==> src/rtl/bxd_agen_pkg.sv <==
package bxd_agen_pkg;
  localparam int unsigned DATA_W   = 32;
  localparam int unsigned REG_CNT  = 16;
  localparam int unsigned SEL_W    = $clog2(REG_CNT);
  localparam int unsigned DISP_W   = 12;
  localparam int unsigned NARROW_W = 24;
  localparam int unsigned WIDE_W   = 31;

  // Strobes passed from control to datapath each cycle
  typedef struct packed {
    logic capture;     // load the result register this edge
    logic useDirect;   // register-direct intermediate value
    logic useIndex;    // index term enabled by format
    logic keepWide;    // 31-bit truncation instead of 24-bit
  } agenStrobe_t;
endpackage

==> src/rtl/bxd_agen_regfile.sv <==
module bxd_agen_regfile #(
  parameter int unsigned DATA_W  = 32,
  parameter int unsigned REG_CNT = 16,
  localparam int unsigned SEL_W  = $clog2(REG_CNT)
) (
  input  logic              clk,
  input  logic              wrEn,
  input  logic [SEL_W-1:0]  wrSel,
  input  logic [DATA_W-1:0] wrData,
  input  logic [SEL_W-1:0]  rdSelA,
  input  logic [SEL_W-1:0]  rdSelB,
  output logic [DATA_W-1:0] rdDataA,
  output logic [DATA_W-1:0] rdDataB
);
  logic [DATA_W-1:0] regArray [REG_CNT];

  always_ff @(posedge clk) begin
    if (wrEn) regArray[wrSel] <= wrData;
  end

  // Reads see the stored value; a write this cycle lands at the edge
  assign rdDataA = regArray[rdSelA];
  assign rdDataB = regArray[rdSelB];
endmodule

==> src/rtl/bxd_agen_ctrl.sv <==
module bxd_agen_ctrl
  import bxd_agen_pkg::*;
(
  input  logic        clk,
  input  logic        rstN,
  input  logic        reqValid,
  input  logic        indexEn,
  input  logic        wideMode,
  input  logic        directMode,
  output agenStrobe_t strobe,
  output logic        resultValid
);
  always_comb begin
    strobe.capture   = reqValid;
    strobe.useDirect = directMode;
    strobe.useIndex  = indexEn & ~directMode;
    strobe.keepWide  = wideMode;
  end

  always_ff @(posedge clk or negedge rstN) begin
    if (!rstN) resultValid <= 1'b0;
    else       resultValid <= reqValid;
  end
endmodule

==> src/rtl/bxd_agen_datapath.sv <==
module bxd_agen_datapath
  import bxd_agen_pkg::*;
#(
  parameter int unsigned DATA_W   = 32,
  parameter int unsigned REG_CNT  = 16,
  parameter int unsigned DISP_W   = 12,
  parameter int unsigned NARROW_W = 24,
  parameter int unsigned WIDE_W   = 31,
  localparam int unsigned SEL_W   = $clog2(REG_CNT)
) (
  input  logic              clk,
  input  logic              rstN,
  input  agenStrobe_t       strobe,
  input  logic [SEL_W-1:0]  baseSel,
  input  logic [SEL_W-1:0]  indexSel,
  input  logic [DISP_W-1:0] disp,
  input  logic              wrEn,
  input  logic [SEL_W-1:0]  wrSel,
  input  logic [DATA_W-1:0] wrData,
  output logic [DATA_W-1:0] effAddr
);
  logic [DATA_W-1:0] baseRaw, indexRaw;
  logic [DATA_W-1:0] baseTerm, indexTerm, dispTerm;
  logic [DATA_W-1:0] sumValue, interValue;
  logic [DATA_W-1:0] narrowAddr, wideAddr, nextAddr;

  bxd_agen_regfile #(.DATA_W(DATA_W), .REG_CNT(REG_CNT)) u_regs (
    .clk(clk), .wrEn(wrEn), .wrSel(wrSel), .wrData(wrData),
    .rdSelA(baseSel), .rdSelB(indexSel),
    .rdDataA(baseRaw), .rdDataB(indexRaw)
  );

  // Selector zero means the term is absent
  assign baseTerm  = (baseSel == '0) ? '0 : baseRaw;
  assign indexTerm = (strobe.useIndex && indexSel != '0) ? indexRaw : '0;
  assign dispTerm  = {{(DATA_W-DISP_W){1'b0}}, disp};

  assign sumValue   = baseTerm + indexTerm + dispTerm;
  assign interValue = strobe.useDirect ? baseRaw : sumValue;

  // Per-bit truncation masks
  for (genvar b = 0; b < DATA_W; b++) begin : g_trunc
    if (b < NARROW_W) begin : g_keepN
      assign narrowAddr[b] = interValue[b];
    end else begin : g_zeroN
      assign narrowAddr[b] = 1'b0;
    end
    if (b < WIDE_W) begin : g_keepW
      assign wideAddr[b] = interValue[b];
    end else begin : g_zeroW
      assign wideAddr[b] = 1'b0;
    end
  end

  assign nextAddr = strobe.keepWide ? wideAddr : narrowAddr;

  always_ff @(posedge clk or negedge rstN) begin
    if (!rstN)               effAddr <= '0;
    else if (strobe.capture) effAddr <= nextAddr;
  end


  no_base_no_index_chk: assert property (@(posedge clk) disable iff (!rstN)
    (strobe.capture && !strobe.useDirect && baseSel == '0 && indexSel == '0)
      |=> (effAddr == {{(DATA_W-DISP_W){1'b0}}, $past(disp)}));


  hold_when_idle_chk: assert property (@(posedge clk) disable iff (!rstN)
    !strobe.capture |=> $stable(effAddr));
endmodule

==> src/rtl/bxd_addr_gen.sv <==
module bxd_addr_gen
  import bxd_agen_pkg::*;
(
  input  logic        clk,
  input  logic        rstN,
  input  logic        reqValid,
  input  logic [3:0]  baseSel,
  input  logic [3:0]  indexSel,
  input  logic        indexEn,
  input  logic [11:0] disp,
  input  logic        wideMode,
  input  logic        directMode,
  input  logic        wrEn,
  input  logic [3:0]  wrSel,
  input  logic [31:0] wrData,
  output logic [31:0] effAddr,
  output logic        addrValid
);
  agenStrobe_t strobe;

  bxd_agen_ctrl u_ctrl (
    .clk(clk), .rstN(rstN), .reqValid(reqValid), .indexEn(indexEn),
    .wideMode(wideMode), .directMode(directMode),
    .strobe(strobe), .resultValid(addrValid)
  );

  bxd_agen_datapath #(
    .DATA_W(DATA_W), .REG_CNT(REG_CNT), .DISP_W(DISP_W),
    .NARROW_W(NARROW_W), .WIDE_W(WIDE_W)
  ) u_dp (
    .clk(clk), .rstN(rstN), .strobe(strobe),
    .baseSel(baseSel), .indexSel(indexSel), .disp(disp),
    .wrEn(wrEn), .wrSel(wrSel), .wrData(wrData), .effAddr(effAddr)
  );


  valid_follows_req_chk: assert property (@(posedge clk) disable iff (!rstN)
    reqValid |=> addrValid);


  valid_single_chk: assert property (@(posedge clk) disable iff (!rstN)
    !reqValid |=> !addrValid);


  narrow_top_zero_chk: assert property (@(posedge clk) disable iff (!rstN)
    (reqValid && !wideMode) |=> (effAddr[31:24] == 8'h00));


  wide_top_zero_chk: assert property (@(posedge clk) disable iff (!rstN)
    (reqValid && wideMode) |=> !effAddr[31]);
endmodule

==> config.mk <==
export PLATFORM = sky130hd
export DESIGN_NAME = bxd_addr_gen
export DESIGN_NICKNAME = d
export VERILOG_FILES = /design/src/rtl/bxd_agen_pkg.sv /design/src/rtl/bxd_agen_regfile.sv /design/src/rtl/bxd_agen_ctrl.sv /design/src/rtl/bxd_agen_datapath.sv /design/src/rtl/bxd_addr_gen.sv
export SDC_FILE = /design/constraint.sdc
export NUM_CORES = 1
export LEC_CHECK = 0
export ABC_AREA = 1
export BUFFER_PORTS_ARGS = -buffer_cell sky130_fd_sc_hd__buf_2
export CORE_MARGIN = 5
export CORE_UTILIZATION = 40
export DETAILED_ROUTE_END_ITERATION = 8
export GPL_ROUTABILITY_DRIVEN = 0
export PLACE_DENSITY = 0.58
export REMOVE_ABC_BUFFERS = 1
export SYNTH_ARGS = -nofsm -noshare
export SYNTH_HDL_FRONTEND = slang
export SYNTH_SLANG_ARGS = --single-unit
==> constraint.sdc <==
create_clock -name clk -period 5 [get_ports clk]
set_clock_uncertainty 0.1 [all_clocks]
set_input_delay 1 -clock clk [delete_from_list [all_inputs] [get_ports clk]]
set_output_delay 1 -clock clk [all_outputs]
set_load 0.01 [all_outputs]
==> summary.md <==
| Metric | Value |
|---|---|
| Run status | `finished clean` |
| Clock slew at reported path FFs | `0.06 ns` |
| Postcts setup bufs | `0` |
| Area delta synth->final | `13.7%` |
| DP HPWL | `59.3 mm` |
| Initial antenna violation count | `3` |
| CTS H-tree lvls | `2` |
| Setup WS pre-CTS | `0.193 ns` |
| Vias in the first global route | `22,900` |
| Initial DRC count | `3,208` |
| Synth top area cells | `edfxtp_1, o21ai_0, a21oi_1` |
| Wire per inst | `23.5 um` |
| Most instantiated cells after synthesis | `o21ai_0, edfxtp_1, nand2_1, a21oi_1, nor2_1` |
| PD cells | `342 nW/um^2` |
| Final wirelength | `95.1 mm` |
| Critical-path maximum fanout | `109` |
| Most used cell, CP | `nand3_1` |
| Largest incremental delay on the critical path | `0.54 ns` |
| EDFF count, synth | `496` |
| LEAKAGE | `11.9 nW` |
| Clock Tree Buf Depth | `3` |
| Post-Synthesis Cells | `2,984` |
| Slew Viols, Final | `0` |
| Switching power | `2.97 mW` |
| Combinational share of power | `15.6%` |
| Multi-input logic area | `10,500 sq um` |
| Asr flop ratio synth | `6.06%` |
| Die Span X | `275 um` |
| Drt pass-1 iters | `6` |
| Clock period minus worst slack | `4.26 ns` |
| CP bufs+invs | `2` |
| Cell area after synthesis | `28,100 sq um` |
| Fin. Hold Viols | `0` |
| Core area | `69,900 sq um` |
| Worst hold-check path type | `reg -> reg` |
| I/O Pins | `96` |
| Pwr Total | `11.0 mW` |
| CTS tree | `yes` |
| GRT Residual Overflow | `0` |
| Number of core rows | `97` |
| Largest area contributor in the netlist | `edfxtp_1` |
| Final core utilization | `45.8%` |
| Die area | `75,800 sq um` |
| RSZ-0062 raised after global routing | `no` |
| Largest net degree at the start of global routing | `110` |
| DRC | `0` |
| Synth unique cells | `41` |
| Top Family by Delay on Critical Path | `compound AO/OA/AOI/OAI gates` |
| Clk sink count | `528` |
| Cts hold-fix bufs | `0` |
| Slack of the critical path | `0.737 ns` |
| Num CTS Buffers | `58` |
| Worst slew margin | `32.6%` |
| Seq pwr share | `46.2%` |
| Starting Density | `40.3%` |
| # fillers | `6,574` |
| DRT antenna net count | `0` |
| Worst-skew pair later-pin latency | `0.63 ns` |
| CP Class | `in -> reg` |
| Nets | `3,187` |
| Arr. time, crit path | `4.68 ns` |
| Cell Chain, Critical Path | `buf_8, buf_12, o21ai_0, o21ai_0, o211ai_1, a31oi_1, fa_1, ha_1, nand2_1, nor2_1, nand2_1, o21ai_2, nand3_1, nand3_1, nand3_1, nand3_1, nand2_1` |
| Die Ht | `275 um` |
| Pint | `7.98 mW` |
| Ys flop type | `edfxtp_1` |
| WP data required | `5.42 ns` |
| Synth top area share | `52.9%` |
| Resize count post-CTS | `0` |
| Max-Cap Viols | `0` |
| Slowest cell on crit path | `fa_1` |
| Clk network pwr share | `38.2%` |
| Gr usage total | `24.4%` |
| Sequential fraction of the synthesis area | `55.8%` |
| Yosys Warn Count | `0` |
| Mapped Avg Cell Area | `9.43 sq um` |
| DR vias/cell | `5.91` |
| Finish-stage setup viols | `0` |
| Seq cells post-synth | `528` |
| Max IR drop VDD | `0.275 mV` |
| Critical Path Sink Type | `flop` |
| Slew @ Worst Pin | `1.01 ns` |
| CP Launch Type | `input pin` |
| Max Clk Rate | `235 MHz` |
| PortBufs | `93` |
| Tcrit/Tclk final | `85.3%` |
| Final setup TNS | `0 ns` |
| Routed via count | `24,000` |
| First-pass GRT wire length | `141 mm` |
| Switching power share of the total | `27.2%` |
| Share of cells above drive strength 1 | `11.3%` |
| Seq. cell area | `15,700 sq um` |
| Root buf cell | `clkbuf_16` |
| Count leader, synth | `o21ai_0` |
## registers in the layout, indices dropped and copies added (netlist names)
name and cells:
u_dp.effAddr 31, u_dp.u_regs.regArray 496, u_ctrl.resultValid 1
## layer usage
metal / track usage [%] / share of wire (%)
met5: 0 / 0.012
met3: 4.16 / 9.6
met2: 38.2 / 45
met1: 34.8 / 42
met4: 8.06 / 3.3
## power by group through the flow
| stage | combinational [mW] | sequential [mW] | clock, mW |
|---|---|---|---|
| global placement | 1.65 | 5.15 | 0 |
| finish | 1.71 | 5.06 | 4.18 |
| global route | 1.87 | 5.07 | 4.42 |
| floorplan | 0.797 | 5.13 | 0 |
| CTS | 1.69 | 5.06 | 4.24 |
| detailed placement | 1.67 | 5.15 | 0 |
## worst min-delay path, delay by kind of cell, from the launching register on
kind / cells / cell delay [ns]
DFF: 1 / 0.33
and+or+nand+nor: 2 / 0.12
## per-stage QoR
step | std cells | instance area (sq um) | hold slack (ns)
2_1_floorplan | 2770 | 27000 | 0.415
3_3_place_gp | 3944 | 30200 | 0.367
3_5_place_dp | 3944 | 30200 | 0.368
4_1_cts | 4052 | 32000 | 0.382
5_1_grt | 4053 | 32000 | 0.410
6_report | 4054 | 32000 | 0.378
## final timing paths
kind                                             start          endpoint  slack [ns]  cells past startpoint
max                                        indexSel[0]  u_dp.effAddr[22]        0.74                     17
min                                   u_dp.effAddr[25]  u_dp.effAddr[25]        0.38                      2
max reg2reg                u_dp.u_regs.regArray[13][1]  u_dp.effAddr[13]        1.28                     21
min reg2reg                           u_dp.effAddr[25]  u_dp.effAddr[25]        0.38                      2
max in group asynchronous                         rstN   u_dp.effAddr[5]        3.72                      1
min in group asynchronous                         rstN  u_dp.effAddr[25]        0.42                      1
## placed cells by master, fill, tap and decap left out, types with 8 or more instances in the layout
cell	n
nor2_4	20
buf_2	89
ha_1	47
edfxtp_1	496
inv_1	231
buf_4	116
a21oi_1	314
o21ai_0	543
nand4_1	9
nor2_1	220
clkbuf_1	20
o211ai_1	124
dfrtp_1	32
a31oi_1	31
buf_12	25
clkinv_1	18
o21ai_1	52
nand3_1	190
clkinv_2	9
clkbuf_16	58
xor2_1	8
fa_1	13
a22o_1	19
nand2_1	369
## kinds of logic after synthesis
group	share of synthesized area, %
compound gates	21.5
fa+ha+maj	3.01
simple gates	12.0
other cells	0.0133
buf+inv	7.46
flops	55.8
xor+xnor	0.342
## cell type report
class	instances	area share, %
antenna	2	0.0156
clock buffer	83	4.98
clock inverter	25	0.746
inverter	247	2.90
multi-input combinational	1995	32.8
sequential	528	49.0
tap	940	3.67
timing repair buffer	234	5.84
Power figures use the tool's default switching activity.
